--- src/rtl/msi_pkg.sv ---
package msi_pkg;

    typedef enum logic [1:0] {
        CMD_NONE  = 2'd0,
        CMD_READ  = 2'd1,
        CMD_OWN   = 2'd2,
        CMD_WBACK = 2'd3
    } bus_cmd_e;

    typedef enum logic [1:0] {
        LINE_INV = 2'd0,
        LINE_SHR = 2'd1,
        LINE_MOD = 2'd2
    } line_st_e;

    typedef enum logic [1:0] {
        CTL_IDLE  = 2'd0,
        CTL_EVICT = 2'd1,
        CTL_FILL  = 2'd2,
        CTL_RESP  = 2'd3
    } ctl_st_e;

endpackage

--- src/rtl/msi_line_store.sv ---
// Direct-mapped line arrays: coherence state, tag and one data word per set.
// Port a serves the processor side, port b serves the snooper.
module msi_line_store
    import msi_pkg::*;
#(
    parameter int SETS   = 4,
    parameter int TAG_W  = 6,
    parameter int DATA_W = 32,
    localparam int IDX_W = (SETS > 1) ? $clog2(SETS) : 1
) (
    input  logic              clk,
    input  logic              rst_n,
    input  logic [IDX_W-1:0]  a_idx,
    output logic [1:0]        a_state,
    output logic [TAG_W-1:0]  a_tag,
    output logic [DATA_W-1:0] a_data,
    input  logic [IDX_W-1:0]  b_idx,
    output logic [1:0]        b_state,
    output logic [TAG_W-1:0]  b_tag,
    output logic [DATA_W-1:0] b_data,
    input  logic              s_we,
    input  logic [IDX_W-1:0]  s_idx,
    input  logic [1:0]        s_state,
    input  logic              c_we,
    input  logic [IDX_W-1:0]  c_idx,
    input  logic [TAG_W-1:0]  c_tag,
    input  logic [DATA_W-1:0] c_data,
    input  logic [1:0]        c_state
);

    logic [SETS-1:0][1:0]        st_q,   st_d;
    logic [SETS-1:0][TAG_W-1:0]  tag_q,  tag_d;
    logic [SETS-1:0][DATA_W-1:0] data_q, data_d;

    assign a_state = st_q[a_idx];
    assign a_tag   = tag_q[a_idx];
    assign a_data  = data_q[a_idx];
    assign b_state = st_q[b_idx];
    assign b_tag   = tag_q[b_idx];
    assign b_data  = data_q[b_idx];

    // The controller write wins; the controller never writes a set that a live snoop targets.
    always_comb begin
        st_d   = st_q;
        tag_d  = tag_q;
        data_d = data_q;
        for (int s = 0; s < SETS; s++) begin
            if (c_we && c_idx == IDX_W'(s)) begin
                st_d[s]   = c_state;
                tag_d[s]  = c_tag;
                data_d[s] = c_data;
            end else if (s_we && s_idx == IDX_W'(s)) begin
                st_d[s] = s_state;
            end
        end
    end

    always_ff @(posedge clk or negedge rst_n) begin
        if (!rst_n) begin
            st_q   <= '0;
            tag_q  <= '0;
            data_q <= '0;
        end else begin
            st_q   <= st_d;
            tag_q  <= tag_d;
            data_q <= data_d;
        end
    end

endmodule

--- src/rtl/msi_snoop_unit.sv ---
// Reaction to a command seen on the bus: state downgrade and flush decision.
module msi_snoop_unit
    import msi_pkg::*;
#(
    parameter int TAG_W  = 6,
    parameter int DATA_W = 32
) (
    input  logic [1:0]        snp_cmd,
    input  logic              snp_live,
    input  logic [1:0]        line_state,
    input  logic [TAG_W-1:0]  line_tag,
    input  logic [TAG_W-1:0]  snp_tag,
    input  logic [DATA_W-1:0] line_data,
    output logic              upd_en,
    output logic [1:0]        upd_state,
    output logic              inhibit,
    output logic [DATA_W-1:0] flush_data
);

    logic hit;

    always_comb begin
        hit       = snp_live && (line_state != LINE_INV) && (line_tag == snp_tag);
        upd_en    = 1'b0;
        upd_state = line_state;
        inhibit   = 1'b0;
        if (hit) begin
            case (bus_cmd_e'(snp_cmd))
                CMD_READ: begin
                    if (line_state == LINE_MOD) begin
                        inhibit   = 1'b1;
                        upd_en    = 1'b1;
                        upd_state = LINE_SHR;
                    end
                end
                CMD_OWN: begin
                    inhibit   = (line_state == LINE_MOD);
                    upd_en    = 1'b1;
                    upd_state = LINE_INV;
                end
                default: ;
            endcase
        end
        flush_data = inhibit ? line_data : '0;
    end

endmodule

--- src/rtl/msi_snoop_ctrl.sv ---
// Per-cache MSI controller: processor sequencing, bus mastering and snoop response.
module msi_snoop_ctrl
    import msi_pkg::*;
#(
    parameter int ADDR_W = 8,
    parameter int DATA_W = 32,
    parameter int SETS   = 4
) (
    input  logic              clk,
    input  logic              rst_n,
    input  logic              cpu_req,
    input  logic              cpu_we,
    input  logic [ADDR_W-1:0] cpu_addr,
    input  logic [DATA_W-1:0] cpu_wdata,
    output logic              cpu_rdy,
    output logic [DATA_W-1:0] cpu_rdata,
    output logic              bus_req,
    input  logic              bus_gnt,
    output logic [1:0]        bus_cmd,
    output logic [ADDR_W-1:0] bus_addr,
    output logic [DATA_W-1:0] bus_wdata,
    input  logic [1:0]        snp_cmd,
    input  logic [ADDR_W-1:0] snp_addr,
    input  logic [DATA_W-1:0] bus_rdata,
    output logic              snp_inhibit,
    output logic [DATA_W-1:0] snp_data
);

    localparam int IDX_W = (SETS > 1) ? $clog2(SETS) : 1;
    localparam int TAG_W = ADDR_W - IDX_W;

    typedef struct packed {
        ctl_st_e           st;
        logic [DATA_W-1:0] rdata;
    } regs_t;

    regs_t r_q, r_d;

    logic [IDX_W-1:0]  cpu_idx, snp_idx;
    logic [TAG_W-1:0]  cpu_tag, snp_tag;
    logic [1:0]        a_state, b_state;
    logic [TAG_W-1:0]  a_tag, b_tag;
    logic [DATA_W-1:0] a_data, b_data;
    logic              s_we;
    logic [1:0]        s_state;
    logic              c_we;
    logic [TAG_W-1:0]  c_tag;
    logic [DATA_W-1:0] c_data;
    logic [1:0]        c_state;
    logic              snp_live, tag_hit, clash;
    logic              req_c;
    bus_cmd_e          cmd_c;
    logic [ADDR_W-1:0] addr_c;
    logic [DATA_W-1:0] wdata_c;

    assign cpu_idx  = cpu_addr[IDX_W-1:0];
    assign cpu_tag  = cpu_addr[ADDR_W-1:IDX_W];
    assign snp_idx  = snp_addr[IDX_W-1:0];
    assign snp_tag  = snp_addr[ADDR_W-1:IDX_W];
    // A cache's own command, visible on the shared lines, is never snooped.
    assign snp_live = (snp_cmd != CMD_NONE) && !bus_gnt;
    assign tag_hit  = (a_state != LINE_INV) && (a_tag == cpu_tag);
    assign clash    = snp_live && (snp_idx == cpu_idx);

    msi_line_store #(
        .SETS   (SETS),
        .TAG_W  (TAG_W),
        .DATA_W (DATA_W)
    ) u_store (
        .clk     (clk),
        .rst_n   (rst_n),
        .a_idx   (cpu_idx),
        .a_state (a_state),
        .a_tag   (a_tag),
        .a_data  (a_data),
        .b_idx   (snp_idx),
        .b_state (b_state),
        .b_tag   (b_tag),
        .b_data  (b_data),
        .s_we    (s_we),
        .s_idx   (snp_idx),
        .s_state (s_state),
        .c_we    (c_we),
        .c_idx   (cpu_idx),
        .c_tag   (c_tag),
        .c_data  (c_data),
        .c_state (c_state)
    );

    msi_snoop_unit #(
        .TAG_W  (TAG_W),
        .DATA_W (DATA_W)
    ) u_snoop (
        .snp_cmd    (snp_cmd),
        .snp_live   (snp_live),
        .line_state (b_state),
        .line_tag   (b_tag),
        .snp_tag    (snp_tag),
        .line_data  (b_data),
        .upd_en     (s_we),
        .upd_state  (s_state),
        .inhibit    (snp_inhibit),
        .flush_data (snp_data)
    );

    always_comb begin
        r_d     = r_q;
        c_we    = 1'b0;
        c_tag   = cpu_tag;
        c_data  = a_data;
        c_state = a_state;
        req_c   = 1'b0;
        cmd_c   = CMD_NONE;
        addr_c  = cpu_addr;
        wdata_c = '0;
        case (r_q.st)
            CTL_IDLE: begin
                // Hold off for one cycle while a foreign command touches this set.
                if (cpu_req && !clash) begin
                    if (!cpu_we && tag_hit) begin
                        r_d.rdata = a_data;
                        r_d.st    = CTL_RESP;
                    end else if (cpu_we && tag_hit && a_state == LINE_MOD) begin
                        c_we    = 1'b1;
                        c_data  = cpu_wdata;
                        c_state = LINE_MOD;
                        r_d.st  = CTL_RESP;
                    end else if (a_state == LINE_MOD) begin
                        r_d.st = CTL_EVICT;
                    end else begin
                        r_d.st = CTL_FILL;
                    end
                end
            end
            CTL_EVICT: begin
                // A snoop may have cleaned or removed the victim while waiting.
                if (a_state == LINE_MOD) begin
                    req_c   = 1'b1;
                    cmd_c   = CMD_WBACK;
                    addr_c  = {a_tag, cpu_idx};
                    wdata_c = a_data;
                    if (bus_gnt) begin
                        c_we    = 1'b1;
                        c_tag   = a_tag;
                        c_state = LINE_SHR;
                        r_d.st  = CTL_FILL;
                    end
                end else begin
                    r_d.st = CTL_FILL;
                end
            end
            CTL_FILL: begin
                req_c = 1'b1;
                cmd_c = cpu_we ? CMD_OWN : CMD_READ;
                if (bus_gnt) begin
                    c_we      = 1'b1;
                    c_data    = cpu_we ? cpu_wdata : bus_rdata;
                    c_state   = cpu_we ? LINE_MOD : LINE_SHR;
                    r_d.rdata = bus_rdata;
                    r_d.st    = CTL_RESP;
                end
            end
            default: begin
                r_d.st = CTL_IDLE;
            end
        endcase
    end

    always_ff @(posedge clk or negedge rst_n) begin
        if (!rst_n) begin
            r_q.st    <= CTL_IDLE;
            r_q.rdata <= '0;
        end else begin
            r_q <= r_d;
        end
    end

    assign bus_req   = req_c;
    assign bus_cmd   = bus_gnt ? cmd_c   : CMD_NONE;
    assign bus_addr  = bus_gnt ? addr_c  : '0;
    assign bus_wdata = bus_gnt ? wdata_c : '0;
    assign cpu_rdy   = (r_q.st == CTL_RESP);
    assign cpu_rdata = r_q.rdata;

endmodule

--- config.mk ---
export PLATFORM = sky130hd
export DESIGN_NAME = msi_snoop_ctrl
export DESIGN_NICKNAME = d
export VERILOG_FILES = /design/src/rtl/msi_pkg.sv /design/src/rtl/msi_line_store.sv /design/src/rtl/msi_snoop_unit.sv /design/src/rtl/msi_snoop_ctrl.sv
export SDC_FILE = /design/constraint.sdc
export NUM_CORES = 1
export LEC_CHECK = 0
export BUFFER_PORTS_ARGS = -buffer_cell sky130_fd_sc_hd__buf_2
export CAP_MARGIN = 25
export CELL_PAD_IN_SITES_DETAIL_PLACEMENT = 1
export CELL_PAD_IN_SITES_GLOBAL_PLACEMENT = 1
export CORE_UTILIZATION = 30
export CTS_CLUSTER_DIAMETER = 60
export DETAILED_ROUTE_END_ITERATION = 10
export GPL_ROUTABILITY_DRIVEN = 0
export PLACE_DENSITY = 0.65
export SETUP_SLACK_MARGIN = 0.4
export SLEW_MARGIN = 20
export SYNTH_ARGS = -nofsm -noshare
export SYNTH_HDL_FRONTEND = slang
export SYNTH_SLANG_ARGS = --single-unit
--- constraint.sdc ---
create_clock -name clk -period 5.7 [get_ports clk]
set_input_delay 0.285 -clock clk [delete_from_list [all_inputs] [get_ports clk]]
set_output_delay 0.285 -clock clk [all_outputs]
set_load 0.02 [all_outputs]
==> report_table.html <==
<table>
<tr><th>Metric</th><th>Value</th></tr>
<tr><th colspan="2">Detailed routing</th></tr>
<tr><td>Via count</td><td>9768</td></tr>
<tr><td>DRT Pass-1 Iters</td><td>5</td></tr>
<tr><td>Remaining routing DRC violations</td><td>0</td></tr>
<tr><td>Remaining antenna violation count after routing</td><td>0</td></tr>
<tr><td>Routed length per placed instance</td><td>22.3 um</td></tr>
<tr><td>Detailed Route WL</td><td>42.9 mm</td></tr>
<tr><td>First-iteration detailed-routing DRC count</td><td>478</td></tr>
<tr><td>Number of vias per cell after detailed routing</td><td>5.07</td></tr>
<tr><th colspan="2">Synthesis</th></tr>
<tr><td>Sequential share of the synthesized area</td><td>0.372</td></tr>
<tr><td>Most numerous cell in the Yosys netlist</td><td>dfrtp_1</td></tr>
<tr><td>Synth Instances</td><td>1211</td></tr>
<tr><td>Number of library cell types mapped by synthesis</td><td>56</td></tr>
<tr><td>Average size of a mapped cell</td><td>10.8 um2</td></tr>
<tr><td>Flip-flop cell with the highest count after synthesis</td><td>dfrtp_1</td></tr>
<tr><td>Share of Yosys cell area claimed by the top area cell type</td><td>0.372</td></tr>
<tr><td>Area fraction in and, or, nand and nor cells after synthesis</td><td>0.107</td></tr>
<tr><td>Multiplexer share of the synthesized area</td><td>0.337</td></tr>
<tr><td>Xor and xnor fraction of the mapped netlist area</td><td>0.00940</td></tr>
<tr><td>Synth top area cells</td><td>dfrtp_1, mux2i_1, mux4_2</td></tr>
<tr><td>Fraction of the mapped netlist area in compound gates</td><td>0.0766</td></tr>
<tr><td>Top cell type by total area after synthesis</td><td>dfrtp_1</td></tr>
<tr><td>Synthesized net count</td><td>1305</td></tr>
<tr><td>Post-synthesis share of cell area spent on full adders, half adders and majority gates</td><td>0.00672</td></tr>
<tr><td>Number of synthesized register bits</td><td>194</td></tr>
<tr><td>Post-Syn Area</td><td>13000 um2</td></tr>
<tr><td>Main combinational cell family by area after synthesis</td><td>multiplexers</td></tr>
<tr><td>Number of flops mapped to enable cells by yosys</td><td>0</td></tr>
<tr><td>Leading post-synthesis cells by instance count</td><td>dfrtp_1, mux2i_1, nand2_1</td></tr>
<tr><td>Syn. warnings</td><td>0</td></tr>
<tr><td>Share of synthesized flip-flops with an asynchronous set or reset</td><td>1.00</td></tr>
<tr><th colspan="2">Critical path</th></tr>
<tr><td>Element type at the critical path end</td><td>output port</td></tr>
<tr><td>Critical path endpoint</td><td>snp_data[8]</td></tr>
<tr><td>R2r worst-path depth</td><td>7</td></tr>
<tr><td>Crit path launch type</td><td>input pin</td></tr>
<tr><td>End of the worst register-to-register path</td><td>u_store.data_q[99]$_DFFE_PN0P_</td></tr>
<tr><td>Register-to-register setup slack</td><td>2.29 ns</td></tr>
<tr><td>Worst setup path startpoint</td><td>snp_addr[1]</td></tr>
<tr><td>Arrival time reported for the critical path endpoint</td><td>3.55 ns</td></tr>
<tr><td>Worst Setup Path Type</td><td>in -&gt; out</td></tr>
<tr><td>Required arrival time at the worst endpoint</td><td>5.41 ns</td></tr>
<tr><td>Max FO, Critical Path</td><td>33</td></tr>
<tr><td>FF-to-FF Start</td><td>u_store.st_q[6]$_DFFE_PN0P_</td></tr>
<tr><th colspan="2">Die</th></tr>
<tr><td>DIE AREA</td><td>44300 um2</td></tr>
<tr><td>Die width</td><td>211 um</td></tr>
<tr><td>Row cnt</td><td>76</td></tr>
<tr><td>Die height</td><td>211 um</td></tr>
<tr><td>Number of top-level design ports</td><td>196</td></tr>
<tr><td>Std-Cell Core Area</td><td>43000 um2</td></tr>
<tr><td>Starting Density</td><td>0.303</td></tr>
<tr><th colspan="2">Worst hold path</th></tr>
<tr><td>Type of the tightest min-delay check</td><td>in -&gt; reg</td></tr>
<tr><th colspan="2">Pwr</th></tr>
<tr><td>Power after layout</td><td>7.54 mW</td></tr>
<tr><td>Design internal power</td><td>4.25 mW</td></tr>
<tr><td>Static leakage</td><td>6.76 nW</td></tr>
<tr><td>Combinational share of power</td><td>0.518</td></tr>
<tr><td>Switching portion of total power</td><td>0.437</td></tr>
<tr><td>Proportion of power drawn by flip-flops and latches</td><td>0.326</td></tr>
<tr><td>VDD IR max</td><td>230 uV</td></tr>
<tr><td>Part of the power in the clock network</td><td>0.156</td></tr>
<tr><td>Areal power density over the cells</td><td>505 nW/um2</td></tr>
<tr><td>Net switching power figure</td><td>3.29 mW</td></tr>
<tr><th colspan="2">Timing</th></tr>
<tr><td>Slew headroom</td><td>0.307</td></tr>
<tr><td>Post-route clock period utilization</td><td>0.673</td></tr>
<tr><td>Setup violations, final</td><td>0</td></tr>
<tr><td>Number of max-slew violations in the final report</td><td>0</td></tr>
<tr><td>Final worst hold slack</td><td>0.166 ns</td></tr>
<tr><td>Maximum clock rate</td><td>261 MHz</td></tr>
<tr><td>Final-report hold violation count</td><td>0</td></tr>
<tr><td>Setup total negative slack</td><td>0 ns</td></tr>
<tr><td>RSZ-0062 raised after global routing</td><td>false</td></tr>
<tr><td>Worst-case clock skew</td><td>0.0158 ns</td></tr>
<tr><td>Post-route worst setup slack</td><td>1.86 ns</td></tr>
<tr><td>Worst Max-Slew Pin Slew</td><td>1.04 ns</td></tr>
<tr><td>Clock period minus worst slack</td><td>3.84 ns</td></tr>
<tr><th colspan="2">GRT</th></tr>
<tr><td>Antenna violations before repair</td><td>4</td></tr>
<tr><td>Vias in the first global route</td><td>10729</td></tr>
<tr><td>GRT Overall Usage</td><td>0.198</td></tr>
<tr><td>Largest net degree at the start of global routing</td><td>80</td></tr>
<tr><td>First-pass GRT wire length</td><td>66.0 mm</td></tr>
<tr><td>Final global-route overflow total</td><td>0</td></tr>
<tr><th colspan="2">Final layout</th></tr>
<tr><td>Post-layout utilization of the core</td><td>0.347</td></tr>
<tr><td>Multi-input gate area in the final layout</td><td>7060 um2</td></tr>
<tr><td>Sequential cell area in the final layout</td><td>4850 um2</td></tr>
<tr><td>Area Overhead vs Synth</td><td>14.5%</td></tr>
<tr><td>Non-filler instance count after layout</td><td>1928</td></tr>
<tr><td>Number of inserted diodes</td><td>0</td></tr>
<tr><td>Filler cells</td><td>4875</td></tr>
<tr><td>Post-layout nets</td><td>1425</td></tr>
<tr><td>Final instance area</td><td>14900 um2</td></tr>
<tr><td>Share of cells above drive strength 1</td><td>0.299</td></tr>
<tr><th colspan="2">Clocking</th></tr>
<tr><td>Inserted Clock Buffers</td><td>17</td></tr>
<tr><td>Maximum buffer depth of the clock tree</td><td>2</td></tr>
<tr><td>Register clock-pin slew on the reported worst setup and hold paths</td><td>0.07 ns</td></tr>
<tr><td>CTS resizes</td><td>0</td></tr>
<tr><td>Clock tree from TritonCTS</td><td>built</td></tr>
<tr><td>Post-CTS Setup Inserts</td><td>0</td></tr>
<tr><td>Worst skew pair latency</td><td>0.45 ns</td></tr>
<tr><td>Hold-fix buffers, CTS</td><td>1</td></tr>
<tr><td>Clk sink count</td><td>194</td></tr>
<tr><td>Clock root buffer</td><td>clkbuf_16</td></tr>
<tr><td>H-tree level count</td><td>4</td></tr>
<tr><th colspan="2">Outcome</th></tr>
<tr><td>Run status</td><td>complete, no violations</td></tr>
<tr><th colspan="2">Placed design</th></tr>
<tr><td>Area after DPL</td><td>14300 um2</td></tr>
<tr><td>Number of instances in the placed design</td><td>1895</td></tr>
<tr><td>Number of buffers added on ports</td><td>195</td></tr>
<tr><td>Detailed-placement wirelength estimate</td><td>28.8 mm</td></tr>
<tr><td>Pre-CTS setup slack</td><td>1.58 ns</td></tr>
<tr><th colspan="2">Run</th></tr>
<tr><td>Max capacitance violation total</td><td>0</td></tr>
</table>
-- layout by cell type (no fill, tap or decap), drive strengths merged, types with 3 or more instances in the layout --
cell type	n
nor4b	3
clkbuf	18
xnor2	10
nor2b	65
o21ai	42
nand3	3
or2	3
buf	218
a311oi	33
nor2	13
nand2	168
inv	145
a21oi	39
dfrtp	194
mux2	66
nand2b	3
nor3	5
and2	5
xor2	4
mux2i	184
mux4	78
nor4	4
clkinv	6
o31ai	3
ha	7
clkinvlp	3
-- registers in the layout, summed over array words and instances, names as in the netlist --
name            flops
u_store.data_q    128
cpu_rdata          32
u_store.tag_q      24
u_store.st_q        8
r_q                 2
-- cell type report --
class | instances | share of cell area
flip-flops and latches | 194 | 0.325
clock buffers | 17 | 0.0285
repair buffers | 220 | 0.0812
clock inverters | 14 | 0.00855
inverters | 140 | 0.0352
well taps | 585 | 0.0490
multi-input cells | 758 | 0.472
-- worst min-delay path by stage --
stage                       start                            to  cells past startpoint
detailed placement          rst_n  u_store.tag_q[5]$_DFFE_PN0P_                      1
global placement            rst_n  u_store.tag_q[4]$_DFFE_PN0P_                      1
floorplan                   rst_n      cpu_rdata[0]$_DFFE_PN0P_                      0
global route        bus_rdata[20]     cpu_rdata[20]$_DFFE_PN0P_                      4
finish              bus_rdata[10]     cpu_rdata[10]$_DFFE_PN0P_                      4
CTS                 bus_rdata[27]     cpu_rdata[27]$_DFFE_PN0P_                      4
-- metal layers --
metal / global-route usage / part of all wire
met5: 0 / 0.00023
met4: 0.0562 / 0.019
met3: 0.0296 / 0.038
met2: 0.337 / 0.49
met1: 0.260 / 0.45
-- worst max-delay path: stages --
cell       delay, ns
buf_2           0.67
buf_4           0.46
mux2i_1         0.17
mux2i_1         0.29
o2111ai_1       0.36
or4b_4          0.88
nor2b_1         0.21
buf_2           0.18
-- kinds of logic (layout without fill, tap and decap cells) --
group           Yosys count  after routing
compound gates          127            127
xor+xnor                 14             14
fa+ha+maj                 7              7
buf+inv                 259            391
flops                   194            194
mux                     328            328
simple gates            282            282
-- power by group through the flow --
| stage | sequential, mW | combinational [mW] | clock [mW] |
|---|---|---|---|
| 6_report | 2.46 | 3.90 | 1.18 |
| 5_1_grt | 2.54 | 4.28 | 1.26 |
| 4_1_cts | 2.45 | 3.92 | 1.21 |
| 3_5_place_dp | 2.47 | 3.90 | 0 |
| 3_3_place_gp | 2.42 | 3.77 | 0 |
| 2_1_floorplan | 2.31 | 3.01 | 0 |
(Power assumes the default switching activity.)
